File: src/rtl/gpio_edge_pkg.sv
package gpio_edge_pkg;
  localparam int unsigned REG_AW = 3;

  // register byte offsets (software decodes these)
  localparam logic [REG_AW-1:0] OFS_DIR  = 3'd0;
  localparam logic [REG_AW-1:0] OFS_DATA = 3'd1;
  localparam logic [REG_AW-1:0] OFS_SEL  = 3'd3;
  localparam logic [REG_AW-1:0] OFS_PEND = 3'd4;

  // per-input edge selector: bit 0 falling, bit 1 rising
  typedef enum logic [1:0] {
    SEL_OFF  = 2'b00,
    SEL_FALL = 2'b01,
    SEL_RISE = 2'b10,
    SEL_ANY  = 2'b11
  } edge_sel_e;
endpackage

File: src/rtl/gpio_edge_rst_sync.sv
module gpio_edge_rst_sync #(
  parameter int unsigned STAGES = 2
) (
  input  logic clk,
  input  logic rst_n,
  output logic rst_n_sync
);
  logic [STAGES-1:0] chain_q;
  logic [STAGES-1:0] chain_d;

  always_comb begin
    chain_d = {chain_q[STAGES-2:0], 1'b1};
  end

  always_ff @(posedge clk or negedge rst_n) begin
    if (!rst_n) chain_q <= '0;
    else        chain_q <= chain_d;
  end

  assign rst_n_sync = chain_q[STAGES-1];
endmodule

File: src/rtl/gpio_edge_in_sync.sv
module gpio_edge_in_sync #(
  parameter int unsigned W      = 4,
  parameter int unsigned STAGES = 2
) (
  input  logic         clk,
  input  logic         rst_n,
  input  logic [W-1:0] pin_raw,
  output logic [W-1:0] lvl_now,
  output logic [W-1:0] lvl_prev
);
  // STAGES synchroniser flops plus one history flop
  localparam int unsigned DEPTH = STAGES + 1;

  logic [W-1:0] stage_q [DEPTH];
  logic [W-1:0] stage_d [DEPTH];

  always_comb begin
    stage_d[0] = pin_raw;
  end

  for (genvar s = 1; s < DEPTH; s++) begin : g_chain
    always_comb begin
      stage_d[s] = stage_q[s-1];
    end
  end

  for (genvar s = 0; s < DEPTH; s++) begin : g_reg
    always_ff @(posedge clk or negedge rst_n) begin
      if (!rst_n) stage_q[s] <= '0;
      else        stage_q[s] <= stage_d[s];
    end
  end

  assign lvl_now  = stage_q[STAGES-1];
  assign lvl_prev = stage_q[STAGES];
endmodule

File: src/rtl/gpio_edge_pend.sv
module gpio_edge_pend #(
  parameter int unsigned N_IN = 4
) (
  input  logic              clk,
  input  logic              rst_n,
  input  logic [N_IN-1:0]   lvl_now,
  input  logic [N_IN-1:0]   lvl_prev,
  input  logic [2*N_IN-1:0] sel,
  input  logic [N_IN-1:0]   clr,
  output logic [N_IN-1:0]   evt,
  output logic [N_IN-1:0]   pend
);
  import gpio_edge_pkg::*;

  logic [N_IN-1:0] pend_d;

  for (genvar k = 0; k < N_IN; k++) begin : g_pin
    edge_sel_e mode;
    logic      rise;
    logic      fall;

    always_comb begin
      mode     = edge_sel_e'(sel[2*k +: 2]);
      rise     = lvl_now[k] & ~lvl_prev[k];
      fall     = ~lvl_now[k] & lvl_prev[k];
      evt[k]   = (rise & mode[1]) | (fall & mode[0]);
      // a new event outranks a clear in the same cycle
      pend_d[k] = evt[k] | (pend[k] & ~clr[k]);
    end
  end

  always_ff @(posedge clk or negedge rst_n) begin
    if (!rst_n) pend <= '0;
    else        pend <= pend_d;
  end
endmodule

File: src/rtl/gpio_edge_irq.sv
module gpio_edge_irq #(
  parameter int unsigned N_OUT       = 4,
  parameter int unsigned N_IN        = 4,
  parameter int unsigned SYNC_STAGES = 2
) (
  input  logic                    clk,
  input  logic                    rst_n,
  input  logic [2:0]              bus_addr,
  input  logic                    bus_wr,
  input  logic [N_OUT+N_IN-1:0]   bus_wdata,
  output logic [N_OUT+N_IN-1:0]   bus_rdata,
  input  logic [N_IN-1:0]         pin_in,
  output logic [N_OUT-1:0]        pin_out,
  output logic                    irq
);
  import gpio_edge_pkg::*;

  localparam int unsigned DW   = N_OUT + N_IN;
  localparam int unsigned SELW = 2 * N_IN;
  localparam logic [DW-1:0] DIR_WORD = {{N_IN{1'b0}}, {N_OUT{1'b1}}};

  logic            rst_n_int;
  logic [N_IN-1:0] lvl_now;
  logic [N_IN-1:0] lvl_prev;
  logic [N_IN-1:0] evt;
  logic [N_IN-1:0] pend;
  logic [N_IN-1:0] clr;

  logic [N_OUT-1:0] out_q, out_d;
  logic [SELW-1:0]  sel_q, sel_d;
  logic             we_data, we_sel, we_pend;

  gpio_edge_rst_sync #(.STAGES(2)) u_rst (
    .clk        (clk),
    .rst_n      (rst_n),
    .rst_n_sync (rst_n_int)
  );

  gpio_edge_in_sync #(.W(N_IN), .STAGES(SYNC_STAGES)) u_sync (
    .clk      (clk),
    .rst_n    (rst_n_int),
    .pin_raw  (pin_in),
    .lvl_now  (lvl_now),
    .lvl_prev (lvl_prev)
  );

  gpio_edge_pend #(.N_IN(N_IN)) u_pend (
    .clk      (clk),
    .rst_n    (rst_n_int),
    .lvl_now  (lvl_now),
    .lvl_prev (lvl_prev),
    .sel      (sel_q),
    .clr      (clr),
    .evt      (evt),
    .pend     (pend)
  );

  // write decode
  always_comb begin
    we_data = bus_wr && (bus_addr == OFS_DATA);
    we_sel  = bus_wr && (bus_addr == OFS_SEL);
    we_pend = bus_wr && (bus_addr == OFS_PEND);
    clr     = we_pend ? bus_wdata[N_IN-1:0] : '0;
  end

  // next state with explicit enables
  always_comb begin
    out_d = out_q;
    sel_d = sel_q;
    if (we_data) out_d = bus_wdata[N_OUT-1:0];
    if (we_sel)  sel_d = bus_wdata[SELW-1:0];
  end

  always_ff @(posedge clk or negedge rst_n_int) begin
    if (!rst_n_int) begin
      out_q <= '0;
      sel_q <= '0;
    end else begin
      out_q <= out_d;
      sel_q <= sel_d;
    end
  end

  // read path
  always_comb begin
    bus_rdata = '0;
    unique case (bus_addr)
      OFS_DIR:  bus_rdata = DIR_WORD;
      OFS_DATA: bus_rdata = {lvl_now, out_q};
      OFS_SEL:  bus_rdata[SELW-1:0] = sel_q;
      OFS_PEND: bus_rdata[N_IN-1:0] = pend;
      default:  bus_rdata = '0;
    endcase
  end

  assign pin_out = out_q;
  assign irq     = |pend;
endmodule

File: config.mk
export PLATFORM = sky130hd
export DESIGN_NAME = gpio_edge_irq
export DESIGN_NICKNAME = d
export VERILOG_FILES = /design/src/rtl/gpio_edge_pkg.sv /design/src/rtl/gpio_edge_rst_sync.sv /design/src/rtl/gpio_edge_in_sync.sv /design/src/rtl/gpio_edge_pend.sv /design/src/rtl/gpio_edge_irq.sv
export SDC_FILE = /design/constraint.sdc
export NUM_CORES = 1
export LEC_CHECK = 0
export ABC_AREA = 1
export BUFFER_PORTS_ARGS = -buffer_cell sky130_fd_sc_hd__buf_2
export CAP_MARGIN = 10
export CORE_MARGIN = 4
export CORE_UTILIZATION = 47
export CTS_CLUSTER_SIZE = 24
export DETAILED_ROUTE_END_ITERATION = 8
export PLACE_DENSITY = 0.74
export SYNTH_ARGS = -nofsm -noshare
export SYNTH_HDL_FRONTEND = slang
export SYNTH_HIERARCHICAL = 1
export SYNTH_SLANG_ARGS = --single-unit
File: constraint.sdc
create_clock -name clk -period 1 [get_ports clk]
set_clock_uncertainty 0.1 [all_clocks]
set_input_delay 0 -clock clk [delete_from_list [all_inputs] [get_ports clk]]
set_output_delay 0 -clock clk [all_outputs]
set_load 0.1 [all_outputs]
==> flow_metrics.env <==
export IMPL_outcome="complete, but fails checks"
export IMPL_violations="setup timing"
export IMPL_arrival_ps=1230
export IMPL_grt_pass1_wl_um=7180
export IMPL_die_w_um=60.7
export IMPL_ir_drop_mv=1.69
export IMPL_drtIter0Drc=122
export IMPL_syn_nets=170
export IMPL_clock_latency_ps=330
export IMPL_row_count=18
export IMPL_yosysWarnings=6
export IMPL_numPlacedInstances=219
export IMPL_grt_ovfl_total=0
export IMPL_avgRoutedWirePerCell_um=17.8
export IMPL_path_cells="o21ai_2 -> nand3_4 -> buf_12"
export IMPL_final_common_cell="nand2_1"
export IMPL_drv_slew=0
export IMPL_antenna_cells=0
export IMPL_crit_fanout=2
export IMPL_powerDensity_nw_per_um2=1700
export IMPL_place_area_sq_um=1870
export IMPL_min_period_over_period_pct=133
export IMPL_syn_inst=152
export IMPL_finalWorstSetupSlack_ps=-330
export IMPL_antenna_found_initial=0
export IMPL_vias=1348
export IMPL_dr_pass1_iters=4
export IMPL_worst_path_largest_cell_delay_ps=420
export IMPL_finalSetupTns_ps=-3060
export IMPL_start_util_pct=50.8
export IMPL_cp_start_kind="register"
export IMPL_via_per_inst=5.33
export IMPL_synth_avg_cell_area_sq_um=8.59
export IMPL_hold_path_class="in -> reg"
export IMPL_drv_cap=0
export IMPL_critPathRequiredTime_ps=900
export IMPL_finalNetCount=240
export IMPL_die_h_um=60.7
export IMPL_cts_buffer_depth=2
export IMPL_final_layout_size_suffix_gt1_share_pct=45.3
export IMPL_grt_max_degree=20
export IMPL_wl_um=4500
export IMPL_period_needed_ps=1330
export IMPL_max_freq_ghz=0.752
export IMPL_portBuffers=30
export IMPL_worstSetupEndpointType="output pin"
export IMPL_grt_pass1_vias=1442
export IMPL_final_area_sq_um=2300
export IMPL_final_antenna_net_count=0
export IMPL_fin_cells=253
export IMPL_clock_sinks=30
export IMPL_numCtsBuffers=5
export IMPL_rsz0062_at_grt="yes"
export IMPL_final_util_pct=89.4
export IMPL_grtUsageTotal_pct=27.6
export IMPL_core_sq_um=2570
export IMPL_cts_root_buffer="clkbuf_4"
export IMPL_cts_tree="yes"
export IMPL_route_detailed_drc=0
export IMPL_fill_cells=94
export IMPL_path_clk_slew_ps=100
export IMPL_final_cell_mix="nand2_1, dfrtp_1, nand3_1"
export IMPL_path_class="reg -> out"
export IMPL_hpwl_um=2380
export IMPL_area_delta_synth_final_pct=75.9
export IMPL_die_area_sq_um=3680
export IMPL_hold_violations=0
export IMPL_setup_viol=15
export IMPL_htree_levels=2
export IMPL_leakage_nw=1.12
export IMPL_io_pins=31
export IMPL_worst_path_max_delay_cell="dfrtp_1"
export IMPL_synth_area_sq_um=1310
export IMPL_gp_congestion=0.841
report_power, final:
part	total (W)	internal, W	switching [W]	leakage, nW
Sequential	0.00152	0.00138	0.000140	0.348
Clock	0.000956	0.000530	0.000426	0.0395
Combinational	0.00144	0.000596	0.000839	0.729
critical path: cells and delay by family, from the launching register on:
kind                   cells  cell delay [ps]
AND/OR/NAND/NOR            1              110
AO/OA/AOI/OAI              1              190
flip-flops                 1              420
buffers and inverters      1              180
state kept, by name, indices dropped and copies added (netlist names):
register,count
sel_q,8
pin_out,4
u_pend/pend,4
u_sync/lvl_now,4
u_sync/lvl_prev,4
u_sync/stage_d,4
u_rst/chain_q,2
layout make-up:
| cell class | instances | area (sq um) | share of cell area [%] |
|---|---|---|---|
| tap | 30 | 37.5 | 1.63 |
| inverter | 19 | 71.3 | 3.11 |
| timing repair buffer | 71 | 731 | 31.8 |
| clock buffer | 7 | 45.0 | 1.96 |
| sequential | 30 | 766 | 33.4 |
| clock inverter | 1 | 30.0 | 1.31 |
| multi-input combinational | 95 | 616 | 26.8 |
worst paths after layout:
path / start / to / slack [ps] / depth (start not counted)
setup / recovery: u_pend/pend[2] / bus_rdata[2] / -330 / 3
hold / removal: bus_addr[2] / sel_q[2] / 40 / 5
setup reg to reg: pin_out[2] / pin_out[2] / -80 / 4
hold reg to reg: u_rst/chain_q[1] / u_sync/lvl_now[0] / 120 / 1
max in group asynchronous: rst_n / u_rst/chain_q[1] / 230 / 3
min in group asynchronous: u_rst/chain_q[1] / u_sync/lvl_now[0] / 120 / 1
layer usage:
metal  global-route usage [%]  wire length (um)  up-vias
met4                     13.0               151        0
met3                     7.02               314       15
li1                         -                 -      623
met1                     31.6              1690      637
met2                     48.1              2340       73
met5                        0                 0        -
timing repair:
| item | in CTS | in global routing |
|---|---|---|
| buffers inserted | 10 | 2 |
| gates resized for setup | 28 | 7 |
| pin swaps | 13 | 9 |
| hold buffers | 15 | 0 |
| setup endpoints to repair | 13 | 19 |
| hold endpoints to repair | 22 | 0 |
through the flow:
stage          power (W)  setup WS (ps)  hold WS [ps]
2_1_floorplan    0.00220           -125          -396
3_3_place_gp     0.00263          -36.8          -315
3_5_place_dp     0.00266          -80.4          -312
4_1_cts          0.00381           -307          16.7
5_1_grt          0.00407           -382          46.6
6_report         0.00391           -330          39.6
No activity file was read; power rests on OpenSTA's default activity.
